===== src/rtl/dac_seq_pkg.sv =====
package dac_seq_pkg;
  localparam logic [1:0] WSEL_DATA = 2'd0;
  localparam logic [1:0] WSEL_MODE = 2'd1;
  localparam logic [1:0] WSEL_CHAN = 2'd2;

  typedef enum logic [1:0] {
    PS_IDLE  = 2'd0,
    PS_WAIT  = 2'd1,
    PS_COUNT = 2'd2
  } pace_st_e;
endpackage


===== src/rtl/dac_seq_fifo.sv =====
module dac_seq_fifo #(
  parameter int DW    = 12,
  parameter int DEPTH = 4,
  localparam int AW   = (DEPTH > 1) ? $clog2(DEPTH) : 1
) (
  input  logic          clk_i,
  input  logic          rst_ni,
  input  logic          push_i,
  input  logic [DW-1:0] data_i,
  input  logic          pop_i,
  output logic [DW-1:0] data_o,
  output logic          empty_o,
  output logic          full_o
);
  logic [DW-1:0] mem_q [DEPTH];
  logic [AW-1:0] wp_q, rp_q;
  logic [AW:0]   cnt_q;
  logic          do_push, do_pop;

  assign full_o  = (cnt_q == (AW+1)'(DEPTH));
  assign empty_o = (cnt_q == '0);
  assign do_push = push_i && !full_o;
  assign do_pop  = pop_i && !empty_o;
  assign data_o  = mem_q[rp_q];

  always_ff @(posedge clk_i) begin
    if (do_push) mem_q[wp_q] <= data_i;
  end

  always_ff @(posedge clk_i or negedge rst_ni) begin
    if (!rst_ni) begin
      wp_q  <= '0;
      rp_q  <= '0;
      cnt_q <= '0;
    end else begin
      if (do_push) wp_q <= (wp_q == AW'(DEPTH-1)) ? '0 : wp_q + 1'b1;
      if (do_pop)  rp_q <= (rp_q == AW'(DEPTH-1)) ? '0 : rp_q + 1'b1;
      case ({do_push, do_pop})
        2'b10:   cnt_q <= cnt_q + 1'b1;
        2'b01:   cnt_q <= cnt_q - 1'b1;
        default: cnt_q <= cnt_q;
      endcase
    end
  end
endmodule


===== src/rtl/dac_seq_refresh.sv =====
module dac_seq_refresh #(
  parameter int DW        = 12,
  parameter int NCH       = 2,
  parameter int RPW       = 8,
  parameter int REF_SHIFT = 6,
  localparam int CHW      = (NCH > 1) ? $clog2(NCH) : 1,
  localparam int RCW      = RPW + REF_SHIFT
) (
  input  logic                    clk_i,
  input  logic                    rst_ni,
  input  logic [RPW-1:0]          period_i,
  input  logic                    issue_i,
  input  logic [CHW-1:0]          issue_chan_i,
  input  logic [DW-1:0]           issue_data_i,
  output logic [NCH-1:0]          due_o,
  output logic [NCH-1:0][DW-1:0]  code_o
);
  logic [RCW-1:0] reload;
  logic           ref_on;

  assign reload = RCW'(period_i) << REF_SHIFT;
  assign ref_on = (period_i != '0);

  for (genvar g = 0; g < NCH; g++) begin : g_ch
    logic [DW-1:0]  last_q;
    logic           seen_q;
    logic [RCW-1:0] cnt_q;
    logic           hit;

    assign hit       = issue_i && (issue_chan_i == CHW'(g));
    assign due_o[g]  = seen_q && ref_on && (cnt_q == '0);
    assign code_o[g] = last_q;

    always_ff @(posedge clk_i or negedge rst_ni) begin
      if (!rst_ni) begin
        last_q <= '0;
        seen_q <= 1'b0;
        cnt_q  <= '0;
      end else if (hit) begin
        last_q <= issue_data_i;
        seen_q <= 1'b1;
        cnt_q  <= reload;
      end else if (cnt_q != '0) begin
        cnt_q  <= cnt_q - 1'b1;
      end
    end
  end
endmodule


===== src/rtl/dac_seq_pace.sv =====
module dac_seq_pace
  import dac_seq_pkg::*;
#(
  parameter int DW       = 12,
  parameter int NCH      = 2,
  parameter int CONV_CYC = 25,
  parameter int TMO_CYC  = 64,
  localparam int CHW     = (NCH > 1) ? $clog2(NCH) : 1,
  localparam int CCW     = $clog2(CONV_CYC + 1),
  localparam int TW      = $clog2(TMO_CYC + 1)
) (
  input  logic                   clk_i,
  input  logic                   rst_ni,
  input  logic                   started_i,
  input  logic                   maxs_i,
  input  logic                   fifo_empty_i,
  input  logic [DW-1:0]          fifo_data_i,
  input  logic [CHW-1:0]         sel_chan_i,
  input  logic [NCH-1:0]         ref_due_i,
  input  logic [NCH-1:0][DW-1:0] ref_code_i,
  input  logic                   eoc_i,
  output logic                   pop_o,
  output logic                   issue_o,
  output logic [CHW-1:0]         issue_chan_o,
  output logic [DW-1:0]          issue_data_o,
  output logic                   strobe_o,
  output logic [CHW-1:0]         chan_o,
  output logic [DW-1:0]          data_o,
  output logic                   done_o,
  output logic                   tmo_o
);
  pace_st_e       st_q;
  logic [CCW-1:0] cnt_q;
  logic [TW-1:0]  wcnt_q;
  logic           late0_q, late1_q;
  logic [CHW-1:0] ref_idx;
  logic           ref_any;

  // lowest-numbered due channel wins
  always_comb begin
    ref_idx = '0;
    for (int i = NCH - 1; i >= 0; i--) begin
      if (ref_due_i[i]) ref_idx = CHW'(i);
    end
  end
  assign ref_any = |ref_due_i;

  always_comb begin
    issue_o      = 1'b0;
    pop_o        = 1'b0;
    issue_chan_o = sel_chan_i;
    issue_data_o = fifo_data_i;
    if (st_q == PS_IDLE && started_i) begin
      if (!fifo_empty_i) begin
        issue_o = 1'b1;
        pop_o   = 1'b1;
      end else if (ref_any) begin
        issue_o      = 1'b1;
        issue_chan_o = ref_idx;
        issue_data_o = ref_code_i[ref_idx];
      end
    end
  end

  always_ff @(posedge clk_i or negedge rst_ni) begin
    if (!rst_ni) begin
      st_q     <= PS_IDLE;
      cnt_q    <= '0;
      wcnt_q   <= '0;
      strobe_o <= 1'b0;
      chan_o   <= '0;
      data_o   <= '0;
      late0_q  <= 1'b0;
      late1_q  <= 1'b0;
      done_o   <= 1'b0;
      tmo_o    <= 1'b0;
    end else begin
      strobe_o <= 1'b0;
      tmo_o    <= 1'b0;
      late0_q  <= 1'b0;
      late1_q  <= late0_q;
      done_o   <= late1_q;
      case (st_q)
        PS_IDLE: begin
          if (issue_o) begin
            strobe_o <= 1'b1;
            chan_o   <= issue_chan_o;
            data_o   <= issue_data_o;
            if (maxs_i) begin
              st_q  <= PS_COUNT;
              cnt_q <= CCW'(CONV_CYC - 1);
            end else begin
              st_q   <= PS_WAIT;
              wcnt_q <= '0;
            end
          end
        end
        PS_WAIT: begin
          if (eoc_i) begin
            st_q   <= PS_IDLE;
            done_o <= 1'b1;
          end else if (wcnt_q == TW'(TMO_CYC - 1)) begin
            st_q  <= PS_IDLE;
            tmo_o <= 1'b1;
          end else begin
            wcnt_q <= wcnt_q + 1'b1;
          end
        end
        PS_COUNT: begin
          if (cnt_q == CCW'(1)) begin
            st_q    <= PS_IDLE;
            late0_q <= 1'b1;
          end else begin
            cnt_q <= cnt_q - 1'b1;
          end
        end
        default: st_q <= PS_IDLE;
      endcase
    end
  end
endmodule


===== src/rtl/dac_seq.sv =====
module dac_seq
  import dac_seq_pkg::*;
#(
  parameter int DW        = 12,
  parameter int DEPTH     = 4,
  parameter int NCH       = 2,
  parameter int SUW       = 8,
  parameter int RPW       = 8,
  parameter int REF_SHIFT = 6,
  parameter int CONV_CYC  = 25,
  parameter int TMO_CYC   = 64,
  localparam int CHW      = (NCH > 1) ? $clog2(NCH) : 1,
  localparam int MW       = 2 + SUW + RPW,
  localparam int WW       = (DW > MW) ? DW : MW
) (
  input  logic           clk_i,
  input  logic           rst_ni,
  input  logic           wr_en_i,
  input  logic [1:0]     wr_sel_i,
  input  logic [WW-1:0]  wr_data_i,
  output logic           tx_rdy_o,
  output logic           done_o,
  output logic           ovf_o,
  output logic           tmo_o,
  output logic           conv_strobe_o,
  output logic [CHW-1:0] conv_chan_o,
  output logic [DW-1:0]  conv_data_o,
  input  logic           conv_eoc_i
);
  localparam int SU_LSB = 2;
  localparam int RP_LSB = 2 + SUW;

  logic           en_q, maxs_q;
  logic [RPW-1:0] period_q;
  logic [SUW-1:0] su_cnt_q;
  logic [CHW-1:0] sel_q;
  logic           ovf_q, tmo_q;
  logic           started;

  logic           wr_data, wr_mode, wr_chan;
  logic           fifo_full, fifo_empty, fifo_pop;
  logic [DW-1:0]  fifo_data;
  logic           issue;
  logic [CHW-1:0] issue_chan;
  logic [DW-1:0]  issue_data;
  logic [NCH-1:0] ref_due;
  logic [NCH-1:0][DW-1:0] ref_code;
  logic           tmo_pulse;

  assign wr_data = wr_en_i && (wr_sel_i == WSEL_DATA);
  assign wr_mode = wr_en_i && (wr_sel_i == WSEL_MODE);
  assign wr_chan = wr_en_i && (wr_sel_i == WSEL_CHAN);
  assign started = en_q && (su_cnt_q == '0);
  assign tx_rdy_o = !fifo_full;
  assign ovf_o    = ovf_q;
  assign tmo_o    = tmo_q;

  always_ff @(posedge clk_i or negedge rst_ni) begin
    if (!rst_ni) begin
      en_q     <= 1'b0;
      maxs_q   <= 1'b0;
      period_q <= '0;
      su_cnt_q <= '0;
      sel_q    <= '0;
      ovf_q    <= 1'b0;
      tmo_q    <= 1'b0;
    end else begin
      if (wr_mode) begin
        en_q     <= wr_data_i[0];
        maxs_q   <= wr_data_i[1];
        period_q <= wr_data_i[RP_LSB +: RPW];
      end
      // delay restarts only on an enable edge
      if (wr_mode && wr_data_i[0] && !en_q) su_cnt_q <= wr_data_i[SU_LSB +: SUW];
      else if (su_cnt_q != '0)               su_cnt_q <= su_cnt_q - 1'b1;
      if (wr_chan) sel_q <= wr_data_i[CHW-1:0];
      if (wr_data && fifo_full) ovf_q <= 1'b1;
      if (tmo_pulse) tmo_q <= 1'b1;
    end
  end

  dac_seq_fifo #(.DW(DW), .DEPTH(DEPTH)) u_fifo (
    .clk_i   (clk_i),
    .rst_ni  (rst_ni),
    .push_i  (wr_data),
    .data_i  (wr_data_i[DW-1:0]),
    .pop_i   (fifo_pop),
    .data_o  (fifo_data),
    .empty_o (fifo_empty),
    .full_o  (fifo_full)
  );

  dac_seq_refresh #(.DW(DW), .NCH(NCH), .RPW(RPW), .REF_SHIFT(REF_SHIFT)) u_ref (
    .clk_i        (clk_i),
    .rst_ni       (rst_ni),
    .period_i     (period_q),
    .issue_i      (issue),
    .issue_chan_i (issue_chan),
    .issue_data_i (issue_data),
    .due_o        (ref_due),
    .code_o       (ref_code)
  );

  dac_seq_pace #(.DW(DW), .NCH(NCH), .CONV_CYC(CONV_CYC), .TMO_CYC(TMO_CYC)) u_pace (
    .clk_i        (clk_i),
    .rst_ni       (rst_ni),
    .started_i    (started),
    .maxs_i       (maxs_q),
    .fifo_empty_i (fifo_empty),
    .fifo_data_i  (fifo_data),
    .sel_chan_i   (sel_q),
    .ref_due_i    (ref_due),
    .ref_code_i   (ref_code),
    .eoc_i        (conv_eoc_i),
    .pop_o        (fifo_pop),
    .issue_o      (issue),
    .issue_chan_o (issue_chan),
    .issue_data_o (issue_data),
    .strobe_o     (conv_strobe_o),
    .chan_o       (conv_chan_o),
    .data_o       (conv_data_o),
    .done_o       (done_o),
    .tmo_o        (tmo_pulse)
  );
endmodule


===== config.mk =====
export PLATFORM = sky130hd
export DESIGN_NAME = dac_seq
export DESIGN_NICKNAME = d
export VERILOG_FILES = /design/src/rtl/dac_seq_pkg.sv /design/src/rtl/dac_seq_fifo.sv /design/src/rtl/dac_seq_refresh.sv /design/src/rtl/dac_seq_pace.sv /design/src/rtl/dac_seq.sv
export SDC_FILE = /design/constraint.sdc
export NUM_CORES = 1
export LEC_CHECK = 0
export BUFFER_PORTS_ARGS = -buffer_cell sky130_fd_sc_hd__clkbuf_2
export CORE_MARGIN = 2
export CORE_UTILIZATION = 66
export DETAILED_ROUTE_END_ITERATION = 16
export MAX_ROUTING_LAYER = met4
export PLACE_DENSITY = 0.83
export SETUP_SLACK_MARGIN = 0.5
export SLEW_MARGIN = 20
export SYNTH_ARGS = -nofsm -noshare
export SYNTH_HDL_FRONTEND = slang
export SYNTH_SLANG_ARGS = --single-unit

===== constraint.sdc =====
create_clock -name clk_i -period 3.8 [get_ports clk_i]
set_input_delay 0.76 -clock clk_i [delete_from_list [all_inputs] [get_ports clk_i]]
set_output_delay 0.76 -clock clk_i [all_outputs]
set_load 0.01 [all_outputs]

==> results of run 1 <==
## worst paths after layout
| path | startpoint | endpoint | slack [ns] | depth (start not counted) |
|---|---|---|---|---|
| max in group asynchronous | rst_ni | u_pace.data_o[2] | 2.94 | 2 |
| worst min register to register | u_pace.late0_q | u_pace.late1_q | 0.36 | 0 |
| worst max-delay path | su_cnt_q[0] | u_ref.g_ch[0].cnt_q[8] | 0.66 | 7 |
| min in group asynchronous | rst_ni | period_q[6] | 0.40 | 2 |
| worst min-delay path | u_pace.late0_q | u_pace.late1_q | 0.36 | 0 |
| worst max register to register | su_cnt_q[0] | u_ref.g_ch[0].cnt_q[8] | 0.66 | 7 |
## synthesized netlist by cell type, drive strengths merged, types with 3 or more instances
master	n
dfrtp	114
nor2	60
edfxtp	48
mux2	43
inv	33
o21ai	29
a31oi	28
a21o	26
nand2	26
a21oi	23
xor2	22
nand4	21
buf	17
ha	15
clkbuf	14
nand3	13
nor3	13
a32oi	12
mux4	12
nor3b	11
nor4	10
xnor2	8
nand2b	6
and3	5
o31ai	5
mux2i	4
o21a	4
and2	3
and4	3
or3	3
## metrics by stage
stage / setup WS [ns] / utilization (%) / hold slack, ns / power, mW / instances
after detailed placement: 0.768 / 69.1 / 0.339 / 3.96 / 815
after global routing: 0.466 / 74.2 / 0.392 / 5.99 / 847
final: 0.659 / 74.2 / 0.364 / 5.70 / 847
after floorplan: 1.41 / - / 0.331 / 3.56 / 655
after CTS: 0.677 / 74.1 / 0.364 / 5.71 / 847
after global placement: 0.974 / 69.1 / 0.340 / 3.86 / 815
## final cells by class
class	instances	area [um2]	area share (%)
Clock buffer	19	443	5.03
Tap cell	147	184	2.09
Clock inverter	13	150	1.71
Multi-Input combinational cell	429	3360	38.2
Inverter	33	124	1.41
Sequential cell	162	4290	48.8
Timing Repair Buffer	44	243	2.76
## layer usage
layer	share of wire, %	vias to the layer above	GRT usage, %
li1	-	2491	-
met1	43	2739	36.4
met2	49	194	44.0
met3	5.5	32	6.22
met4	2.0	0	9.84
met5	0	-	-
## flip-flops by register name, indices dropped and copies added (netlist names), 3 cells and up
register and cells:
u_pace.wcnt_q 7, u_ref.g_ch.last_q 24, su_cnt_q 8, u_fifo.cnt_q 3
period_q 8, u_ref.g_ch.cnt_q 28, u_pace.cnt_q 5, u_fifo.mem_q 48
u_pace.data_o 12
## power breakdown
part           leakage (nW)  total, mW  switching, mW  internal [mW]
Clock                 0.285       1.71          0.711          0.994
Combinational          1.56       1.41          0.788          0.624
Sequential             1.89       2.58          0.418           2.17
Total                  3.73       5.70           1.92           3.78
## cells by family after synthesis
family | Yosys count | share of synthesized area, %
xor+xnor | 30 | 3.31
fa+ha+maj | 16 | 2.62
mux | 59 | 10.3
compound gates | 137 | 12.7
simple gates | 187 | 13.3
flops | 162 | 54.1
buf+inv | 64 | 3.58
## timing repair
| item | in CTS | in global routing |
|---|---|---|
| gates resized for setup | 0 | 1 |
| setup endpoints to repair | 0 | 1 |
| hold buffers | 0 | 0 |
| hold endpoints to repair | 0 | 0 |
| setup buffers | 0 | 0 |
==> impl_metrics.toml, run 1 <==
[run_status]
status = "completed"

[drt]
drtIter0Drc = 472
wl_per_cell_um = 19.7
drc = 0
detail-route-antenna-nets = 0
first_pass_iters = 5
wl_mm = 16.7
vias = 5456
viasPerCell = 6.44

[sta]
min_period_ns = 3.14
post-route-period-util_pct = 82.7
fin_worst_skew_ns = 0.00675
hold_violations = 0
max_slew.worst_pin.slew_ns = 0.859
finalSetupViolCount = 0
maxSlewViolCount = 0
fmax_ghz = 0.318
setup_tns_ns = 0
rsz0062_at_grt = "false"
max_slew_margin_pct = 42.7

[placement]
dpl_cell_area_mm2 = 0.00820
portBuffers = 41
place.gp.congestion = 0.888
hpwl_mm = 10.8

[yosys]
ys_warn_count = 0
synth_top_area_share_pct = 36.0
syn_nets = 695
netlist.top_cell.by_area = "dfrtp_1"
synth_edf_count = 48
ys_types = 63
ys_seq_elements = 162
ys_seq_area_share_pct = 54.1
synth.area.top_cells = "dfrtp_1, edfxtp_1, mux2_2"
syn_area_mm2 = 0.00793
postSynthCellCount = 655
synth_ff_type = "dfrtp_1"
syn_area_per_cell_um2 = 12.1
ys_async_sr_fraction_pct = 70.4

[layout]
area_growth_pct = 10.9
fillCellCount = 763
mostFrequentLayoutCell = "dfrtp_1"
num-nets-final = 727
stdcell_area_mm2 = 0.00880
layout-drive-gt1-share_pct = 22.6
final_cell_mix = "dfrtp_1, nor2_1, edfxtp_1"
diodes = 0

[clock_network]
clkLatencyLatePin_ns = 0.44
cts_buffer_depth = 2
cts_buffers = 17
cts_tree = "yes"
htree_levels = 4
clockRootBuffer = "clkbuf_16"
cts.sinks = 162
clk_pin_slew_ns = 0.06

[global_route]
grt_pass1_wl_mm = 26.9
antenna_found_initial = 0
gr-total-overflow = 0
grt_pass1_vias = 5321
grt_max_degree = 115
grt_usage_pct = 27.9

[setup_path]
worstPathMaxFanout = 19
path_buf_inv = 1
crit_type = "reg2reg"
end_kind = "flip-flop"
cp-start-kind = "flip-flop"
crit_family = "simple AND/OR/NAND/NOR gates"
worstPathCellList = "inv_1 -> ha_1 -> nor3b_2 -> nand2_1 -> nor2_4 -> o21a_1 -> mux2_2"
cp.required_ns = 4.12
crit_arrival_ns = 3.46
worst_path_max_delay_cell = "o21a_1"
max_stage_delay_ns = 0.62

[pwr]
ir_drop_v = 0.000494
p_per_area_mw_per_mm2 = 648
p_leak_nw = 3.73

[floorplanning]
num_io_pins = 42
die_w_um = 114
rows = 40
die-area_mm2 = 0.0129
core_mm2 = 0.0119
die_height_um = 114
start_util_pct = 66.9

[hold_path]
hold_path.class = "reg2reg"

[flow_run]
max_cap_viol_count = 0
No activity file was read; power rests on OpenSTA's default activity.
==> run 2: changes to the inputs <==
- CORE_UTILIZATION: 66 -> 55
- PLACE_DENSITY: 0.83 -> 0.74
- clock period: 3.8 -> 2.65 ns (I/O delays scaled with it)
==> run 2 against run 1 <==
Against the previous run:
- non-clock buffer count increased by 61
- fmax increased by 42%
- via count increased by 6.3%
- core utilization decreased by 5.4 points
- die area increased by 19%
- first-iteration DRC count increased by 23%
- register-to-register slack got worse by 0.22 ns
- sequential power increased by 46%
- critical path depth increased by 4
- largest cell class unchanged
- highest routed layer unchanged
==> impl_metrics.toml, run 2 (synthesized netlist as in run 1, its figures left out) <==
[run_status]
status = "completed"

[global_route]
grt_pass1_vias = 5768
grt_max_degree = 73
antenna_found_initial = 0
gr-total-overflow = 0
grt_usage_pct = 25.6
grt_pass1_wl_mm = 29.2

[setup_path]
crit_arrival_ns = 2.57
cp-start-kind = "flip-flop"
rr_worst_depth = 11
end_kind = "flip-flop"
crit_start = "su_cnt_q[1]"
r2r_slack_ns = 0.44
rr_endpoint = "u_fifo.cnt_q[2]"
r2r_start = "su_cnt_q[1]"
crit_type = "reg2reg"
worstPathMaxFanout = 4
cp.required_ns = 3.00

[drt]
routed.top_layer = "met4"
vias = 5801
wl_met2_mm = 9.32
wl_met3_mm = 1.01
viasPerCell = 6.16
drtIter0Drc = 580
wl_per_cell_um = 19.6
first_pass_iters = 8
drc = 0
wl_met1_mm = 7.77
wl_mm = 18.4
detail-route-antenna-nets = 0

[floorplanning]
rows = 43
die-area_mm2 = 0.0154
die_height_um = 124
core_mm2 = 0.0140
die_w_um = 124
start_util_pct = 56.7
num_io_pins = 42

[sta]
finalSetupViolCount = 0
min_period_ns = 2.21
setup_tns_ns = 0
fmax_ghz = 0.452
rsz0062_at_grt = "true"
max_slew_margin_pct = 55.3
maxSlewViolCount = 0
hold_violations = 0
worst_slack_ns = 0.438
post-route-period-util_pct = 83.5
max_slew.worst_pin.slew_ns = 0.665
fin_worst_skew_ns = 0.00776

[placement]
pre_cts_ws_ns = 0.149
hpwl_mm = 11.6
portBuffers = 41
place.gp.congestion = 0.944
dpl_cell_area_mm2 = 0.00846

[pwr]
p_per_area_mw_per_mm2 = 896
p_leak_nw = 4.08
ir_drop_v = 0.000556
total_power_mw = 8.61

[layout]
num-nets-final = 789
top_register = "u_fifo.mem_q"
largest_reg_flops = 48
mostFrequentLayoutCell = "dfrtp_1"
diodes = 0
post-route-util_pct = 68.7
largest_registers = "u_fifo.mem_q (48), u_ref.g_ch.cnt_q (28), u_ref.g_ch.last_q (24)"
stdcell_area_mm2 = 0.00962
fillCellCount = 952
layout-drive-gt1-share_pct = 33.7
area_growth_pct = 21.2
final_cell_mix = "dfrtp_1, nor2_1, buf_4"

[clock_network]
clk_pin_slew_ns = 0.06
cts_tree = "yes"
clockRootBuffer = "clkbuf_16"
cts.sinks = 162
cts_buffer_depth = 2
cts_buffers = 17
htree_levels = 4
clkLatencyLatePin_ns = 0.43

[hold_path]
hold_path_depth = 2
min_from = "conv_eoc_i"
hold_path.class = "in2reg"
hold-path-endpoint = "u_pace.done_o"

[flow_run]
max_cap_viol_count = 0
[run 2: cell count changes in the layout (fill, tap and decap cells not counted), moves of 5 or more]
cell	before	now
buf_4	3	51
a31oi_1	28	20
inv_1	33	26
inv_2	0	7
a31oi_2	0	5
buf_6	0	5
[run 2: layout make-up]
cell class / count / area (um2) / area share (%)
Clock inverter: 12 / 109 / 1.13
Clock buffer: 20 / 437 / 4.54
Inverter: 33 / 124 / 1.29
Sequential cell: 162 / 4300 / 44.7
Timing Repair Buffer: 105 / 805 / 8.37
Tap cell: 180 / 225 / 2.34
Multi-Input combinational cell: 430 / 3620 / 37.6
[run 2: how the worst max path moves through the flow]
stage	to	cells past startpoint
2_1_floorplan	u_ref.g_ch[0].cnt_q[12]	9
3_3_place_gp	u_ref.g_ch[1].cnt_q[12]	9
3_5_place_dp	u_ref.g_ch[0].cnt_q[8]	7
4_1_cts	u_fifo.cnt_q[2]	11
5_1_grt	u_fifo.cnt_q[2]	11
6_report	u_fifo.cnt_q[2]	11
[run 2: stage by stage]
stage | cells | hold WS (ns)
5_1_grt | 942 | 0.334
6_report | 942 | 0.329
3_3_place_gp | 872 | 0.344
4_1_cts | 924 | 0.322
2_1_floorplan | 655 | 0.234
3_5_place_dp | 872 | 0.346
[run 2: worst max-delay path, cell delays in order (launching register included)]
cell and delay [ns]:
dfrtp_1 0.40, inv_2 0.09, ha_4 0.13, nor3b_4 0.27, nand3_2 0.16, nor2_4 0.15, ha_4 0.15, inv_2 0.03
fa_2 0.32, xor2_1 0.15, nor2_1 0.14, xor2_1 0.16
[run 2: routing by layer]
| metal | vias up | global-route usage (%) |
|---|---|---|
| met5 | - | - |
| met4 | 0 | 10.3 |
| met3 | 32 | 5.22 |
| met2 | 230 | 40.2 |
| met1 | 2929 | 32.8 |
| li1 | 2610 | - |
[run 2: power by group]
part	switching (mW)	total, mW	leakage (nW)	internal, mW
logic	1.30	2.55	1.93	1.25
registers	0.646	3.76	1.88	3.11
clock network	1.01	2.30	0.262	1.29
total	2.96	8.61	4.08	5.66
[run 2: what timing repair did]
item                       in CTS  in global routing
cloned                          1                  1
hold endpoints to repair       11                  0
pin swaps                      10                  9
resized for setup              33                 36
setup buffers                  18                 17
setup endpoints to repair      83                 62
hold buffers                    1                  0
==> run 3: changes to the inputs <==
- ABC_AREA: not set -> 1
- CORE_UTILIZATION: 55 -> 61
- PLACE_DENSITY: 0.74 -> 0.78
- clock period: 2.65 -> 2.2 ns (I/O delays scaled with it)
==> run 3 against run 2 <==
Against the previous run:
- count of clock-buffer cells in the layout decreased by 1
- non-clock buffer count increased by 25
- fmax increased by 2.0%
- die area decreased by 9.2%
- combinational power increased by 51%
- critical path depth increased by 4
- sequential share of layout area decreased by 3.9 points
- routed wire length increased by 34%
- register-to-register slack got worse by 0.41 ns
- first-iteration DRC count increased by 85%
- cell count increased by 32%
==> impl_metrics.toml, run 3 <==
[layout]
largest_registers = "u_fifo.mem_q (48), u_ref.g_ch.cnt_q (28), u_ref.g_ch.last_q (24)"
final_cell_mix = "nand2_1, dfrtp_1, nor2_1"
largest_reg_flops = 48
diodes = 0
area_growth_pct = 32.3
stdcell_count = 1243
mostFrequentLayoutCell = "nand2_1"
num-nets-final = 1098
top_register = "u_fifo.mem_q"
layout-drive-gt1-share_pct = 29.5

[global_route]
grt_pass1_wl_mm = 36.2
grt_pass1_vias = 7285
grt_max_degree = 115
gr-total-overflow = 0
antenna_found_initial = 0
grt_usage_pct = 34.1

[clock_network]
htree_levels = 4
clk_pin_slew_ns = 0.06
cts.sinks = 162
cts_buffer_depth = 2
ctsHoldBuffers = 0
clkLatencyLatePin_ns = 0.44
cts_tree = "yes"
clockRootBuffer = "clkbuf_16"
cts_buffers = 17

[sta]
rsz0062_at_grt = "true"
max_slew.worst_pin.slew_ns = 0.686
fin_worst_skew_ns = 0.0108
max_slew_margin_pct = 54.2
maxSlewViolCount = 0
min_period_ns = 2.17
finalSetupViolCount = 0
fmax_ghz = 0.461
hold_violations = 0
whs_ns = 0.0112
post-route-period-util_pct = 98.6

[yosys]
syn_area_per_cell_um2 = 8.60
synth_edf_count = 48
netlist.top_cell.by_area = "dfrtp_1"
synth_top_area_share_pct = 35.8
synth.area.top_cells = "dfrtp_1, edfxtp_1, nand2_1"
ys_async_sr_fraction_pct = 70.4
post-synth-top-count-cell = "nand2_1"
ys_types = 37
synth_ff_type = "dfrtp_1"
synthTopCellsByCount = "nand2_1, dfrtp_1, nor2_1"
ys_warn_count = 0
ys_seq_elements = 162
ys_seq_area_share_pct = 53.9
postSynthCellCount = 926
syn_nets = 966
syn_area_mm2 = 0.00796

[setup_path]
worstPathMaxFanout = 10
crit_type = "reg2reg"
r2r_start = "su_cnt_q[1]"
rr_worst_depth = 15
end_kind = "flip-flop"
crit_arrival_ns = 2.54
r2r_slack_ns = 0.03
cp.required_ns = 2.57
crit_start = "su_cnt_q[1]"
cp-start-kind = "flip-flop"

[drt]
drc = 0
vias = 7486
viasPerCell = 6.02
wl_mm = 24.8
drtIter0Drc = 1075
detail-route-antenna-nets = 0
wl_per_cell_um = 19.9
first_pass_iters = 7

[run_status]
status = "completed"

[floorplanning]
die_height_um = 118
die_w_um = 118
rows = 41
start_util_pct = 62.8
die-area_mm2 = 0.0140
num_io_pins = 42
core_mm2 = 0.0127

[pwr]
p_leak_nw = 4.98
ir_drop_v = 0.000721
p_per_area_mw_per_mm2 = 1080
total_power_mw = 11.4

[placement]
portBuffers = 41
hpwl_mm = 12.0
dp.cells = 1146
place.gp.congestion = 0.900

[hold_path]
hold_path.class = "in2async"

[flow_run]
max_cap_viol_count = 0
==> run 3: cell count changes after synthesis, sizes merged, moves of 26 or more <==
cell	change
nand3	+66
o21ai	+37
mux2	-43
inv	+53
nor2	+74
nand2	+250
a31oi	-26
==> run 3: stage by stage <==
step	setup TNS [ns]	util, %	setup slack [ns]	instance area [um2]
after global routing	-0.134	83.1	-0.0452	10500
after detailed placement	0	67.5	0.0758	8560
after floorplan	0	-	0.179	8040
final	0	83.1	0.0310	10500
after CTS	0	79.6	0.132	10100
after global placement	0	67.5	0.145	8560
==> run 3: area by class of cell <==
cell class | count | area, um2
flip-flops and latches | 162 | 4290
clock buffers | 19 | 433
multi-input cells | 661 | 3880
clock inverters | 13 | 174
inverters | 86 | 358
fillers | 686 | 2140
repair buffers | 130 | 1170
well taps | 172 | 215
==> run 3: routing by layer <==
layer,GRT usage [%],wire [um],vias up
met1,39.1,8930,3550
met3,7.09,1960,165
li1,-,-,3284
met2,55.6,12300,487
met4,19.5,1600,0
met5,-,0,-
==> run 3: final timing paths <==
check                                          end
setup / recovery                 u_pace.data_o[11]
hold / removal                         su_cnt_q[0]
setup reg to reg                 u_pace.data_o[11]
hold reg to reg                     u_pace.late1_q
max in group asynchronous  u_ref.g_ch[0].cnt_q[13]
min in group clk_i                     period_q[4]
==> run 3: kinds of logic (layout without fill, tap and decap cells) <==
logic type | Yosys count | in the layout | synth area share, %
simple gates | 516 | 522 | 28.6
buf+inv | 109 | 248 | 5.72
xor+xnor | 21 | 21 | 2.31
compound gates | 102 | 102 | 6.82
fa+ha+maj | 16 | 16 | 2.61
flops | 162 | 162 | 53.9
==> run 3: power by group <==
part	internal, mW	total (mW)	switching [mW]
Clock	1.81	3.14	1.33
Combinational	1.56	3.84	2.28
Sequential	3.76	4.38	0.617
==> run 3: what timing repair did <==
item                                    in CTS  in global routing
buffers inserted                            36                 20
resized for setup                           98                 70
endpoints found under the setup margin      84                 86
pin swaps                                   35                 48
gates cloned                                 9                  0
==> run 3: worst max-delay path, cell delays in order (launching register included) <==
cell and delay [ns]:
dfrtp_1 0.40, inv_2 0.09, ha_4 0.13, nand2_2 0.07, nor2_4 0.14, buf_4 0.12
buf_6 0.08, buf_6 0.10, nand3_4 0.08, nor2_4 0.15, buf_4 0.14, buf_8 0.13
nand3_2 0.15, nand3_2 0.15, nand2_1 0.08, nand2_1 0.07
